[config.mk]
export PLATFORM = sky130hd
export DESIGN_NAME = bank_state_tracker
export DESIGN_NICKNAME = d
export VERILOG_FILES = /design/src/rtl/bst_pkg.sv /design/src/rtl/bst_share_map.sv /design/src/rtl/bst_cmd_decode.sv /design/src/rtl/bst_bank_file.sv /design/src/rtl/bank_state_tracker.sv
export SDC_FILE = /design/constraint.sdc
export NUM_CORES = 1
export LEC_CHECK = 0
export BUFFER_PORTS_ARGS = -buffer_cell sky130_fd_sc_hd__buf_2
export CORE_MARGIN = 8
export CORE_UTILIZATION = 67
export CTS_CLUSTER_SIZE = 10
export DETAILED_ROUTE_END_ITERATION = 6
export PLACE_DENSITY_LB_ADDON = 0.15
export SYNTH_ARGS = -nofsm -noshare
export SYNTH_HDL_FRONTEND = slang
export SYNTH_SLANG_ARGS = --single-unit
[constraint.sdc]
create_clock -name clk_i -period 7.4 [get_ports clk_i]
set_clock_uncertainty 0.2 [all_clocks]
set_input_delay 0.74 -clock clk_i [delete_from_list [all_inputs] [get_ports clk_i]]
set_output_delay 0.74 -clock clk_i [all_outputs]
set_load 0.02 [all_outputs]
[src/rtl/bst_pkg.sv]
package bst_pkg;
  localparam int NUM_BANKS_D   = 32;
  localparam int GROUP_BANKS_D = 16;
  localparam int ROW_W_D       = 9;

  typedef enum logic [2:0] {
    OP_XPRE = 3'd0,
    OP_ACT  = 3'd1,
    OP_PRER = 3'd2,
    OP_RD   = 3'd3,
    OP_WR   = 3'd4,
    OP_PREC = 3'd5,
    OP_RDA  = 3'd6,
    OP_WRA  = 3'd7
  } op_e;

  typedef struct packed {
    logic legal;
    logic set_open;
    logic clr_open;
    logic arm;
  } verdict_t;
endpackage

[src/rtl/bst_share_map.sv]
module bst_share_map #(
  parameter int NUM_BANKS   = bst_pkg::NUM_BANKS_D,
  parameter int GROUP_BANKS = bst_pkg::GROUP_BANKS_D
) (
  input  logic [NUM_BANKS-1:0] open_vec_i,
  output logic [NUM_BANKS-1:0] busy_vec_o
);
  for (genvar b = 0; b < NUM_BANKS; b++) begin : g_bank
    logic lo_busy, hi_busy;
    if ((b % GROUP_BANKS) != 0) begin : g_lo
      assign lo_busy = open_vec_i[b-1];
    end else begin : g_no_lo
      assign lo_busy = 1'b0;
    end
    if (((b % GROUP_BANKS) != GROUP_BANKS - 1) && (b != NUM_BANKS - 1)) begin : g_hi
      assign hi_busy = open_vec_i[b+1];
    end else begin : g_no_hi
      assign hi_busy = 1'b0;
    end
    assign busy_vec_o[b] = open_vec_i[b] | lo_busy | hi_busy;
  end
endmodule

[src/rtl/bst_cmd_decode.sv]
module bst_cmd_decode
  import bst_pkg::*;
(
  input  logic       valid_i,
  input  logic [2:0] op_i,
  input  logic       mask_i,
  input  logic       bank_open_i,
  input  logic       bank_busy_i,
  input  logic       arm_hit_i,
  output verdict_t   verdict_o
);
  verdict_t v;

  always_comb begin
    v = '0;
    unique case (op_e'(op_i))
      OP_ACT: begin
        v.legal    = !bank_busy_i;
        v.set_open = !bank_busy_i;
      end
      OP_PRER, OP_PREC: begin
        v.legal    = 1'b1;
        v.clr_open = bank_open_i;
      end
      OP_RD: begin
        v.legal = bank_open_i;
        v.arm   = bank_open_i;
      end
      OP_WR: begin
        v.legal = bank_open_i;
        v.arm   = bank_open_i & !mask_i;
      end
      OP_RDA, OP_WRA: begin
        v.legal    = bank_open_i;
        v.clr_open = bank_open_i;
      end
      OP_XPRE: begin
        v.legal    = arm_hit_i & bank_open_i;
        v.clr_open = arm_hit_i & bank_open_i;
      end
      default: v = '0;
    endcase
    verdict_o = valid_i ? v : '0;
  end
endmodule

[src/rtl/bst_bank_file.sv]
module bst_bank_file #(
  parameter int NUM_BANKS = bst_pkg::NUM_BANKS_D,
  parameter int ROW_W     = bst_pkg::ROW_W_D,
  localparam int BANK_W   = $clog2(NUM_BANKS)
) (
  input  logic                 clk_i,
  input  logic                 rst_ni,
  input  logic                 set_i,
  input  logic                 clr_i,
  input  logic [BANK_W-1:0]    bank_i,
  input  logic [ROW_W-1:0]     row_i,
  input  logic [BANK_W-1:0]    query_bank_i,
  output logic [NUM_BANKS-1:0] open_vec_o,
  output logic                 query_open_o,
  output logic [ROW_W-1:0]     query_row_o
);
  logic [ROW_W-1:0] row_q [NUM_BANKS];

  for (genvar b = 0; b < NUM_BANKS; b++) begin : g_bank
    logic sel;
    assign sel = (bank_i == BANK_W'(b));
    always_ff @(posedge clk_i or negedge rst_ni) begin
      if (!rst_ni) begin
        open_vec_o[b] <= 1'b0;
        row_q[b]      <= '0;
      end else if (set_i && sel) begin
        open_vec_o[b] <= 1'b1;
        row_q[b]      <= row_i;
      end else if (clr_i && sel) begin
        open_vec_o[b] <= 1'b0;
      end
    end
  end

  assign query_open_o = open_vec_o[query_bank_i];
  assign query_row_o  = query_open_o ? row_q[query_bank_i] : '0;
endmodule

[src/rtl/bank_state_tracker.sv]
module bank_state_tracker
  import bst_pkg::*;
#(
  parameter int NUM_BANKS   = bst_pkg::NUM_BANKS_D,
  parameter int GROUP_BANKS = bst_pkg::GROUP_BANKS_D,
  parameter int ROW_W       = bst_pkg::ROW_W_D,
  localparam int BANK_W     = $clog2(NUM_BANKS)
) (
  input  logic                 clk_i,
  input  logic                 rst_ni,
  input  logic                 cmd_valid_i,
  input  logic [2:0]           cmd_op_i,
  input  logic [BANK_W-1:0]    cmd_bank_i,
  input  logic [ROW_W-1:0]     cmd_row_i,
  input  logic                 cmd_mask_i,
  input  logic [BANK_W-1:0]    query_bank_i,
  output logic                 result_valid_o,
  output logic                 result_legal_o,
  output logic [NUM_BANKS-1:0] open_vec_o,
  output logic                 query_open_o,
  output logic [ROW_W-1:0]     query_row_o
);
  logic [NUM_BANKS-1:0] busy_vec;
  logic                 arm_q;
  logic [BANK_W-1:0]    arm_bank_q;
  logic                 arm_hit;
  verdict_t             verdict;

  bst_share_map #(
    .NUM_BANKS  (NUM_BANKS),
    .GROUP_BANKS(GROUP_BANKS)
  ) u_share (
    .open_vec_i(open_vec_o),
    .busy_vec_o(busy_vec)
  );

  assign arm_hit = arm_q && (arm_bank_q == cmd_bank_i);

  bst_cmd_decode u_decode (
    .valid_i    (cmd_valid_i),
    .op_i       (cmd_op_i),
    .mask_i     (cmd_mask_i),
    .bank_open_i(open_vec_o[cmd_bank_i]),
    .bank_busy_i(busy_vec[cmd_bank_i]),
    .arm_hit_i  (arm_hit),
    .verdict_o  (verdict)
  );

  bst_bank_file #(
    .NUM_BANKS(NUM_BANKS),
    .ROW_W    (ROW_W)
  ) u_banks (
    .clk_i       (clk_i),
    .rst_ni      (rst_ni),
    .set_i       (verdict.set_open),
    .clr_i       (verdict.clr_open),
    .bank_i      (cmd_bank_i),
    .row_i       (cmd_row_i),
    .query_bank_i(query_bank_i),
    .open_vec_o  (open_vec_o),
    .query_open_o(query_open_o),
    .query_row_o (query_row_o)
  );

  // extended precharge pairs only with the command right before it
  always_ff @(posedge clk_i or negedge rst_ni) begin
    if (!rst_ni) begin
      arm_q          <= 1'b0;
      arm_bank_q     <= '0;
      result_valid_o <= 1'b0;
      result_legal_o <= 1'b0;
    end else begin
      result_valid_o <= cmd_valid_i;
      result_legal_o <= verdict.legal;
      if (cmd_valid_i) begin
        arm_q      <= verdict.arm;
        arm_bank_q <= cmd_bank_i;
      end
    end
  end
endmodule

==> results.sh <==
export IMPL_dp_hpwl_um=23590
export IMPL_synth_cells=1050
export IMPL_synth_largest_area_cell="dfrtp_1"
export IMPL_drt_iter0_drc=971
export IMPL_nNetsFinal=1117
export IMPL_cts_tree="yes"
export IMPL_synth_top_area_share=0.5053
export IMPL_cts_hold_buf=0
export IMPL_synth_compound_area_frac=0.05407
export IMPL_cts_buffer_depth=3
export IMPL_final_common_cell="dfrtp_1"
export IMPL_ys_seq_area_frac=0.5053
export IMPL_io_buffers=69
export IMPL_finalMaxSlewViolations=0
export IMPL_cts_htree_levels=2
export IMPL_synth_flop_cell="dfrtp_1"
export IMPL_end_kind="primary output"
export IMPL_relSlewSlack=0.2140
export IMPL_cts_root_buf="clkbuf_16"
export IMPL_dpl_worst_slack_ns=2.811
export IMPL_synth_seq_cells=328
export IMPL_fmax_ghz=0.2209
export IMPL_vias_per_cell=7.006
export IMPL_critPathArrivalTime_ns=3.59
export IMPL_synth_xor_area_frac=0.002696
export IMPL_cp_start_kind="input port"
export IMPL_synthArstFlopShare=1.000
export IMPL_rsz0062_at_grt="false"
export IMPL_critPathMaxFanout=45
export IMPL_syn_nets=1076
export IMPL_n_antenna_cell=0
export IMPL_peakVddDrop_uv=204.9
export IMPL_synth_area_leaders="dfrtp_1 (51%), mux2_2 (20%), mux4_2 (14%)"
export IMPL_area_growth_pct=9.636
export IMPL_initial_core_util=0.6759
export IMPL_ctsResizeCount=0
export IMPL_antenna_found_initial=0
export IMPL_grt_max_degree=155
export IMPL_num_vias=9949
export IMPL_hold_path_class="input port to async pin"
export IMPL_setup_viol=0
export IMPL_die_x_um=171.7
export IMPL_fin_total_pwr_uw=4016
export IMPL_numCtsBuffers=39
export IMPL_synth_top_family_by_area="multiplexers"
export IMPL_core_um2=24030
export IMPL_max_cap_violations=0
export IMPL_muxShareOfSynthArea=0.3605
export IMPL_num_rows=57
export IMPL_io_pins=70
export IMPL_synth_edf_count=0
export IMPL_grt_pass1_vias=10450
export IMPL_setup_tns_ns=0
export IMPL_ant_nets=0
export IMPL_netlist_cell_type_count=66
export IMPL_critPathRequiredTime_ns=6.46
export IMPL_outcome="finished clean"
export IMPL_avgSynthCellArea_um2=15.47
export IMPL_yosys_area_share_adder=0
export IMPL_clkLatencyLatePin_ns=0.52
export IMPL_yosys_warnings=0
export IMPL_routedWlPerCell_um=27.53
export IMPL_finish_utilization=0.7410
export IMPL_hold_violations=0
export IMPL_track_usage=0.2782
export IMPL_gp_congestion=0.9465
export IMPL_wl_um=39100
export IMPL_first_pass_iters=5
export IMPL_p_leak_uw=0.008287
export IMPL_dieArea_um2=29480
export IMPL_grt_pass1_wl_um=62330
export IMPL_worst_slack_ns=2.873
export IMPL_fp_dieH_um=171.7
export IMPL_postCtsSetupBuffers=0
export IMPL_critPathKind="input port to primary output"
export IMPL_cts_sink_count=328
export IMPL_layout_min_cycle_time_ns=4.527
export IMPL_drive_gt1_frac=0.5146
export IMPL_drc=0
export IMPL_fill_cells=1504
export IMPL_mappedNetlistArea_um2=16240
export IMPL_p_per_area_nw_per_um2=225.5
export IMPL_synthSimpleGateAreaFrac=0.04999
export IMPL_timing_final_crit_share=0.6118
export IMPL_grt_overflow_total=0
export IMPL_final_cell_mix="dfrtp_1 (328), mux2_2 (294), mux4_2 (104)"
export IMPL_cts_clk_slew_worst_paths_ns=0.05
export IMPL_tightest_slew_ns=1.173
## per-stage QoR
step                      instances  hold WS (ns)  instance area, µm²
after detailed placement       1374        0.2646               16730
final                          1420       0.05470               17810
after global placement         1374        0.2673               16730
after global routing           1420        0.1166               17810
after floorplan                1050        0.2383               16240
after CTS                      1420       0.08876               17810
## registers in the layout, indices dropped and copies added (netlist names)
register	cells
u_banks.row_q	288
u_banks.open_vec_o	32
arm_bank_q	5
arm_q	1
result_legal_o	1
result_valid_o	1
## report_power, final
| group | internal, µW | total [µW] | switching, µW | leakage, µW |
|---|---|---|---|---|
| sequential | 1870 | 1930 | 60.3 | 0.00451 |
| clock | 1000 | 1680 | 676 | 0.000528 |
| combinational | 172 | 402 | 230 | 0.00325 |
## worst max-delay path, stage by stage
cell     delay, ns
buf_6         0.49
buf_4         0.69
mux4_2        0.59
mux4_2        0.53
mux2i_1       0.21
nor2_1        0.07
buf_2         0.20
## path summary, 6_finish.rpt
check | slack [ns] | to | startpoint | cells after the start
setup / recovery | 2.87 | query_row_o[2] | query_bank_i[0] | 7
hold / removal | 0.05 | u_banks.row_q[270] | rst_ni | 1
setup reg to reg | 4.11 | u_banks.row_q[192] | u_banks.open_vec_o[8] | 5
hold reg to reg | 0.27 | arm_q | arm_q | 2
max in group asynchronous | 5.52 | u_banks.row_q[116] | rst_ni | 2
min in group clk_i | 0.27 | result_valid_o | cmd_valid_i | 1
## synthesized netlist by cell type (3+ instances only)
master and n:
nand2b_1 7, or3_1 5, a221oi_1 4, o31ai_1 9
mux2_2 294, nor3_1 6, nor2_1 27, mux2i_1 15
a31oi_1 3, buf_4 3, inv_1 12, a22oi_1 4
a211oi_4 7, a2bb2oi_1 20, mux4_2 104, o32ai_1 3
nand2_1 20, buf_1 3, nor4_4 3, nor3_4 12
a21oi_1 5, buf_2 24, o22a_1 8, nor3_2 5
o21ai_0 3, xor2_1 5, clkbuf_1 42, buf_6 8
dfrtp_1 328, a211o_1 3, nand3_1 4, a21o_1 3
nor2b_1 7
## kinds of logic (layout without fill, tap and decap cells)
| logic type | after synthesis | in the layout |
|---|---|---|
| muxes | 415 | 415 |
| AOI/OAI and AO/OA | 95 | 95 |
| DFF | 328 | 328 |
| and+or+nand+nor | 115 | 115 |
| xor gates and xnor gates | 5 | 5 |
| buffers and inverters | 92 | 138 |
## final cells by class
class	instances	area [µm²]	area share
inverters	12	45.04	0.002529
clock inverters	1	7.507	0.0004215
clock buffers	45	1071	0.06014
well taps	324	405.4	0.02276
repair buffers	80	459.2	0.02578
multi-input cells	630	7614	0.4275
flip-flops and latches	328	8208	0.4609
## metal layers
metal  vias up  track usage  routed length (µm)
met2       472       0.4329               18450
li1       4112            -                   -
met1      5244       0.3879               16080
met4         0       0.1059                1471
met3       121      0.05279                3088
met5         -            0                   0
(Power assumes the default switching activity.)
